### config.mk
export PLATFORM = sky130hd
export DESIGN_NAME = latched_interval_timer
export DESIGN_NICKNAME = d
export VERILOG_FILES = /design/src/rtl/tmr_pkg.sv /design/src/rtl/tmr_bus_decode.sv /design/src/rtl/tmr_count_core.sv /design/src/rtl/tmr_irq_unit.sv /design/src/rtl/latched_interval_timer.sv
export SDC_FILE = /design/constraint.sdc
export NUM_CORES = 1
export LEC_CHECK = 0
export BUFFER_PORTS_ARGS = -buffer_cell sky130_fd_sc_hd__buf_2
export CELL_PAD_IN_SITES_DETAIL_PLACEMENT = 2
export CELL_PAD_IN_SITES_GLOBAL_PLACEMENT = 2
export CORE_MARGIN = 10
export CORE_UTILIZATION = 38
export CTS_BUF_LIST = sky130_fd_sc_hd__clkbuf_8
export CTS_CLUSTER_SIZE = 40
export DETAILED_ROUTE_END_ITERATION = 8
export PLACE_DENSITY = 0.89
export SKIP_CTS_REPAIR_TIMING = 1
export SYNTH_ARGS = -nofsm -noshare
export SYNTH_HDL_FRONTEND = slang
export SYNTH_HIERARCHICAL = 1
export SYNTH_SLANG_ARGS = --single-unit
### constraint.sdc
create_clock -name clk -period 3 [get_ports clk]
set_clock_uncertainty 0.1 [all_clocks]
set_input_delay 0.3 -clock clk [delete_from_list [all_inputs] [get_ports clk]]
set_output_delay 0.3 -clock clk [all_outputs]
set_load 0.03 [all_outputs]
### src/rtl/tmr_pkg.sv
package tmr_pkg;

    localparam int IDX_CNT_LO  = 4;
    localparam int IDX_CNT_HI  = 5;
    localparam int IDX_LAT_LO  = 6;
    localparam int IDX_LAT_HI  = 7;
    localparam int IDX_MODE    = 11;
    localparam int IDX_FLAG    = 13;
    localparam int IDX_ENABLE  = 14;

    // bit of the flag/enable registers owned by this timer
    localparam int TMR_BIT     = 6;
    // bit of the mode register that selects continuous operation
    localparam int CONT_BIT    = 6;

    typedef struct packed {
        logic lo_wr;      // index 4 or 6
        logic cnt_hi_wr;  // index 5
        logic lat_hi_wr;  // index 7
        logic mode_wr;    // index 11
        logic flag_wr;    // index 13
        logic en_wr;      // index 14
    } tmr_wr_t;

endpackage

### src/rtl/tmr_bus_decode.sv
module tmr_bus_decode
    import tmr_pkg::*;
#(
    parameter int ADDR_W = 4,
    parameter int DATA_W = 8,
    localparam int CNT_W = 2 * DATA_W
) (
    input  logic              clk,
    input  logic              rst_n,
    input  logic              host_wr,
    input  logic [ADDR_W-1:0] host_addr,
    input  logic [DATA_W-1:0] host_wdata,
    input  logic [CNT_W-1:0]  cnt_val,
    input  logic [CNT_W-1:0]  latch_val,
    input  logic              flag_val,
    input  logic [DATA_W-2:0] en_val,
    input  logic              irq_val,
    output tmr_wr_t           wr_str,
    output logic              cont_mode,
    output logic [DATA_W-1:0] host_rdata
);

    typedef struct packed {
        logic [DATA_W-1:0] mode;
    } dec_state_t;

    dec_state_t s_q, s_d;

    always_comb begin
        s_d = s_q;
        wr_str = '0;
        if (host_wr) begin
            unique case (int'(host_addr))
                IDX_CNT_LO, IDX_LAT_LO: wr_str.lo_wr     = 1'b1;
                IDX_CNT_HI:             wr_str.cnt_hi_wr = 1'b1;
                IDX_LAT_HI:             wr_str.lat_hi_wr = 1'b1;
                IDX_MODE:               wr_str.mode_wr   = 1'b1;
                IDX_FLAG:               wr_str.flag_wr   = 1'b1;
                IDX_ENABLE:             wr_str.en_wr     = 1'b1;
                default:                ;
            endcase
        end
        if (wr_str.mode_wr) begin
            s_d.mode = host_wdata;
        end
    end

    always_ff @(posedge clk) begin
        if (!rst_n) begin
            s_q <= '0;
        end else begin
            s_q <= s_d;
        end
    end

    assign cont_mode = s_q.mode[CONT_BIT];

    always_comb begin
        host_rdata = '0;
        unique case (int'(host_addr))
            IDX_CNT_LO: host_rdata = cnt_val[DATA_W-1:0];
            IDX_CNT_HI: host_rdata = cnt_val[CNT_W-1:DATA_W];
            IDX_LAT_LO: host_rdata = latch_val[DATA_W-1:0];
            IDX_LAT_HI: host_rdata = latch_val[CNT_W-1:DATA_W];
            IDX_MODE:   host_rdata = s_q.mode;
            IDX_FLAG: begin
                host_rdata[TMR_BIT]    = flag_val;
                host_rdata[DATA_W-1]   = irq_val;
            end
            IDX_ENABLE: host_rdata = {1'b1, en_val};
            default:    host_rdata = '0;
        endcase
    end

endmodule

### src/rtl/tmr_count_core.sv
module tmr_count_core
    import tmr_pkg::*;
#(
    parameter int DATA_W = 8,
    localparam int CNT_W = 2 * DATA_W
) (
    input  logic              clk,
    input  logic              rst_n,
    input  logic              tick_en,
    input  tmr_wr_t           wr_str,
    input  logic [DATA_W-1:0] wdata,
    input  logic              cont_mode,
    output logic [CNT_W-1:0]  cnt_val,
    output logic [CNT_W-1:0]  latch_val,
    output logic              fire,
    output logic              restart
);

    typedef struct packed {
        logic [CNT_W-1:0]  cnt;
        logic [DATA_W-1:0] lat_lo;
        logic [DATA_W-1:0] lat_hi;
        logic              armed;
    } core_state_t;

    core_state_t s_q, s_d;
    logic        tick_eff;
    logic        at_zero;

    always_comb begin
        s_d      = s_q;
        tick_eff = tick_en && !(wr_str.lo_wr || wr_str.cnt_hi_wr);
        at_zero  = (s_q.cnt == '0);
        fire     = tick_eff && at_zero && (cont_mode || s_q.armed);

        if (tick_eff) begin
            if (at_zero) begin
                s_d.cnt   = cont_mode ? {s_q.lat_hi, s_q.lat_lo} : '1;
                s_d.armed = 1'b0;
            end else begin
                s_d.cnt = s_q.cnt - 1'b1;
            end
        end

        if (wr_str.lo_wr) begin
            s_d.lat_lo           = wdata;
            s_d.cnt[DATA_W-1:0]  = wdata;
        end
        if (wr_str.lat_hi_wr) begin
            s_d.lat_hi = wdata;
        end
        if (wr_str.cnt_hi_wr) begin
            s_d.lat_hi = wdata;
            s_d.cnt    = {wdata, s_q.lat_lo};
            s_d.armed  = 1'b1;
        end
    end

    always_ff @(posedge clk) begin
        if (!rst_n) begin
            s_q.cnt    <= '0;
            s_q.lat_lo <= '1;
            s_q.lat_hi <= '1;
            s_q.armed  <= 1'b0;
        end else begin
            s_q <= s_d;
        end
    end

    assign cnt_val   = s_q.cnt;
    assign latch_val = {s_q.lat_hi, s_q.lat_lo};
    assign restart   = wr_str.cnt_hi_wr;

endmodule

### src/rtl/tmr_irq_unit.sv
module tmr_irq_unit
    import tmr_pkg::*;
#(
    parameter int DATA_W = 8
) (
    input  logic              clk,
    input  logic              rst_n,
    input  tmr_wr_t           wr_str,
    input  logic [DATA_W-1:0] wdata,
    input  logic              fire,
    input  logic              restart,
    output logic              flag_val,
    output logic [DATA_W-2:0] en_val,
    output logic              irq_val
);

    typedef struct packed {
        logic              flag;
        logic [DATA_W-2:0] en;
    } irq_state_t;

    irq_state_t s_q, s_d;

    always_comb begin
        s_d = s_q;
        if (restart) begin
            s_d.flag = 1'b0;
        end
        if (wr_str.flag_wr && wdata[TMR_BIT]) begin
            s_d.flag = 1'b0;
        end
        if (fire) begin
            s_d.flag = 1'b1;
        end
        if (wr_str.en_wr) begin
            if (wdata[DATA_W-1]) begin
                s_d.en = s_q.en | wdata[DATA_W-2:0];
            end else begin
                s_d.en = s_q.en & ~wdata[DATA_W-2:0];
            end
        end
    end

    always_ff @(posedge clk) begin
        if (!rst_n) begin
            s_q <= '0;
        end else begin
            s_q <= s_d;
        end
    end

    assign flag_val = s_q.flag;
    assign en_val   = s_q.en;
    assign irq_val  = s_q.flag && s_q.en[TMR_BIT];

endmodule

### src/rtl/latched_interval_timer.sv
module latched_interval_timer
    import tmr_pkg::*;
#(
    parameter int ADDR_W = 4,
    parameter int DATA_W = 8
) (
    input  logic              clk,
    input  logic              rst_n,
    input  logic              tick_en,
    input  logic              host_wr,
    input  logic [ADDR_W-1:0] host_addr,
    input  logic [DATA_W-1:0] host_wdata,
    output logic [DATA_W-1:0] host_rdata,
    output logic              irq_out
);

    localparam int CNT_W = 2 * DATA_W;

    tmr_wr_t           wr_str;
    logic              cont_mode;
    logic [CNT_W-1:0]  cnt_val;
    logic [CNT_W-1:0]  latch_val;
    logic              fire;
    logic              restart;
    logic              flag_val;
    logic [DATA_W-2:0] en_val;
    logic              irq_val;

    tmr_bus_decode #(.ADDR_W(ADDR_W), .DATA_W(DATA_W)) u_dec (
        .clk        (clk),
        .rst_n      (rst_n),
        .host_wr    (host_wr),
        .host_addr  (host_addr),
        .host_wdata (host_wdata),
        .cnt_val    (cnt_val),
        .latch_val  (latch_val),
        .flag_val   (flag_val),
        .en_val     (en_val),
        .irq_val    (irq_val),
        .wr_str     (wr_str),
        .cont_mode  (cont_mode),
        .host_rdata (host_rdata)
    );

    tmr_count_core #(.DATA_W(DATA_W)) u_core (
        .clk       (clk),
        .rst_n     (rst_n),
        .tick_en   (tick_en),
        .wr_str    (wr_str),
        .wdata     (host_wdata),
        .cont_mode (cont_mode),
        .cnt_val   (cnt_val),
        .latch_val (latch_val),
        .fire      (fire),
        .restart   (restart)
    );

    tmr_irq_unit #(.DATA_W(DATA_W)) u_irq (
        .clk      (clk),
        .rst_n    (rst_n),
        .wr_str   (wr_str),
        .wdata    (host_wdata),
        .fire     (fire),
        .restart  (restart),
        .flag_val (flag_val),
        .en_val   (en_val),
        .irq_val  (irq_val)
    );

    assign irq_out = irq_val;

endmodule

Yosys cells after proc, flatten, opt, wreduce, memory -nomap -nowiden

Index checks and enable logic that the tools add are counted.

Eq/ne operators: 7
Add/sub/neg operators: 1
Bitwise logic cells: 3
Mux-type cells: 22
Reductions and logical operators: 16

Operator list:

| kind                                                                  | count |
|---|---|
| 16-bit 2-to-1 mux                                                     | 5 |
| 6-bit case mux with 6 select lines                                    | 1 |
| 4-bit by 3-bit == test with 1-bit output (second input constant)      | 4 |
| 16-bit logical NOT                                                    | 1 |
| 16-bit by 1-bit subtractor with 16-bit output (second input constant) | 1 |
| 2-bit case mux with 7 select lines                                    | 1 |
| 4-bit == test (second input constant)                                 | 3 |
| 1-bit 2-to-1 mux                                                      | 11 |
| 9-bit 2-to-1 mux                                                      | 1 |
| 8-bit 2-to-1 mux                                                      | 1 |
| 7-bit bitwise AND                                                     | 1 |
| 7-bit 2-to-1 mux                                                      | 1 |
| 7-bit NOT                                                             | 1 |
| 7-bit bitwise OR                                                      | 1 |
| 6-bit 2-to-1 mux                                                      | 1 |
| 2-bit nonzero test                                                    | 3 |
| 3-bit nonzero test                                                    | 2 |
| 1-bit logical AND                                                     | 5 |
| 1-bit logical OR                                                      | 2 |
| 2-bit AND reduction                                                   | 1 |
| 2-bit OR reduction                                                    | 1 |
| 1-bit logical NOT                                                     | 1 |

Input port bits: 16
Output and inout bits: 9
Word-level logic and storage cells: 57
Register bits: 49

Depth between registers and ports, before layout

Depth after elaboration: 10
Mapped depth: 9
Gate-level depth less buffers: 7

Modules after synthesis

Netlist, hierarchy kept.

By module, submodules not included:

| module         | times used | area an instance (um2) | cells each | seq. area each (um2) |
|---|---|---|---|---|
| tmr_count_core | 1          | 2254.7                 | 293        | 660.6 |
| tmr_bus_decode | 1          | 954.7                  | 112        | 160.2 |
| tmr_irq_unit   | 1          | 336.6                  | 41         | 160.2 |

Worst setup path after synthesis

No wires, ideal clock.

Path type: register to register
Start: register u_core.s_q (netlist bit u_core/cnt_val[0])
End: register u_core.s_q (netlist bit u_core/cnt_val[8])
Setup time: 0.117 ns
Arrival time: 2.072 ns
Setup slack: 0.711 ns
Period minus slack after synthesis: 2.289 ns
Stages on the path, launching flop included: 9
Buffers on the path: 1
Data required time: 2.783 ns
Cell sequence: dfxtp_1 -> inv_1 -> ha_1 -> or4b_4 -> or4_4 -> buf_6 -> nor3b_2 -> a21oi_1 -> a22o_1

Longest elaborated chain between the ends: 4
Elaborated cells on any way between the ends: 5
Those cells by class: add/sub (1); mux (3); reduce/logical (1)

Ends and longest elaborated chain:

| what                                                                                       | line                                       | RTL |
|---|---|---|
| start: declaration                                                                         | tmr_count_core.sv:26                       | `core_state_t s_q, s_d;` |
| 16-bit by 1-bit subtractor with 16-bit output / 16-bit logical NOT (equally long branches) | tmr_count_core.sv:41, tmr_count_core.sv:33 |  |
| 16-bit 2-to-1 mux *                                                                        | tmr_count_core.sv:37                       | `if (at_zero) begin` |
| 16-bit 2-to-1 mux *                                                                        | tmr_count_core.sv:36                       | `if (tick_eff) begin` |
| 16-bit 2-to-1 mux *                                                                        | tmr_count_core.sv:52                       | `if (wr_str.cnt_hi_wr) begin` |

Mark *: on every way between the ends. The rest lies on a longest branch, timed or not. The select of a mux whose other input is x is not followed.
A chain may end at the register's enable or synchronous reset.

Final worst setup path

Start: register u_core.s_q (netlist bit u_core/cnt_val[1])
End: register u_core.s_q (netlist bit u_core/cnt_val[1])

Longest elaborated chain between the ends: 5
Elaborated cells on any way between the ends: 6
Those cells by class: add/sub (1); mux (4); reduce/logical (1)

Ends and longest elaborated chain:

| what                                                                                       | line                                       | RTL |
|---|---|---|
| 16-bit by 1-bit subtractor with 16-bit output / 16-bit logical NOT (equally long branches) | tmr_count_core.sv:41, tmr_count_core.sv:33 |  |
| 16-bit 2-to-1 mux *                                                                        | tmr_count_core.sv:37                       |  |
| 16-bit 2-to-1 mux *                                                                        | tmr_count_core.sv:36                       |  |
| 16-bit 2-to-1 mux *                                                                        | tmr_count_core.sv:45                       | `if (wr_str.lo_wr) begin` |
| 16-bit 2-to-1 mux *                                                                        | tmr_count_core.sv:52                       |  |

Marked as above.

==> run metrics <==
post-route clock period utilization 81.5%; DR vias 3,354; number of remaining DRC errors 0; reg-to-reg critical path startpoint u_core/cnt_val[1]; Hold Crit Depth 3; final setup fails 0; final setup margin 0.554 ns; vias in the first global route 3,526; hold_sp host_wdata[3]; CP Data Arrival Time 2.55 ns; # fillers 1,040; DP Wirelength 9510 um; GP Congestion 0.946; fin cells 527; clk sink count 49; TritonCTS clock tree done; Antenna Cells 0; CP Class reg -> reg; Mapped Avg Cell Area 7.95 sq um; crit path launch u_core/cnt_val[1]; Max rail drop VDD 0.229 mV; DRT antenna net count 0; first drt pass iteration count 4; Hold WC Path Type in -> reg; critical path peak fanout 8; Routed WL 13,000 um; share of layout cells above drive strength 1 13.2%; WL/cell 24.7 um; Mapped Cells 445; Syn Nets 463; Clock Path Buffers 2; grt total ovfl 0; Die ar. 13,600 sq um; # port buffers 24; initial antenna violation count 0; Area growth syn-to-layout -1.13%; Tot GR Track Use 19.5%; Startpoint Class flop; Initial Util 38.7%; Num CTS Buffers 5; pwr dens 523 nW/um^2; setup_tns 0 ns; initial detailed-routing violation count 222; Worst-Skew Late Latency 0.31 ns; Tot Pwr 1.83 mW; Worst R2R End u_core/cnt_val[1]; dpl ws 0.422 ns; Critical Path RT 3.11 ns; core area 9150 sq um; max_cap viols 0; placed cells 519; commonest non-fill, non-tap cell in the layout nand2_1; Max-Slew Margin vs Limit 52.2%; Clock Root Buffer clkbuf_8; Rows 35; nets@finish 433; Clock transition at path regs 0.10 ns; max-slew violations 0; result of the run finished clean; path depth of the worst reg2reg path 7; die width 117 um; vias per cell 6.36; Worst R2R Setup Slack 0.55 ns; H-tree depth 2; io pins 25; mapped cell area 3540 sq um; final hold vios 0; Yosys warnings 6; global-route wire length before repair 20,500 um; largest net degree at the start of global routing 28; Die H 117 um; most frequent cells in the layout nand2_1, dfxtp_1, o21ai_0; leakage 1.33 nW; RSZ-0062 raised after global routing false; FMAX 0.409 GHz; CP Capture Type flop; minimum clock period 2.45 ns; actual slew at the worst max-slew pin 0.714 ns
routing by layer:
metal / track usage, % / up-vias / wire length (um)
met5: 0 / - / 0
met4: 6.34 / 0 / 325
met3: 3.13 / 24 / 616
met2: 31.8 / 98 / 6190
met1: 25.6 / 1712 / 5880
li1: - / 1520 / -
critical path, cell delays in order (launching register included):
cell and delay (ns):
dfxtp_1 0.38, inv_1 0.09, ha_1 0.14, or4b_4 0.50, nor4_4 0.52, nand2_1 0.21, a211oi_1 0.32, o31ai_1 0.09
where the power goes:
part	switching [mW]	internal [mW]
clock	0.254	0.166
sequential	0.0887	0.698
combinational	0.386	0.238
metrics by stage:
stage	hold slack, ns	util, %	cell area [sq um]
after floorplan	0.318	-	3540
after global placement	0.346	37.3	3410
after detailed placement	0.362	37.3	3410
after CTS	0.230	38.2	3500
after global routing	0.249	38.2	3500
final	0.237	38.2	3500
how the worst max path moves through the flow:
stage,endpoint,depth (start not counted)
after floorplan,u_core/cnt_val[8],8
after global placement,u_core/cnt_val[3],9
after detailed placement,u_core/cnt_val[4],9
after CTS,u_core/cnt_val[7],8
after global routing,u_core/cnt_val[14],7
final,u_core/cnt_val[1],7
layout make-up:
class	instances	area, sq um	area share, %
clock inverter	3	21.3	0.608
clock buffer	5	68.8	1.97
tap	111	139	3.97
multi-input combinational	322	2090	59.8
sequential	49	981	28.0
timing repair buffer	31	173	4.93
inverter	6	22.5	0.644
No activity file was read; power rests on OpenSTA's default activity.
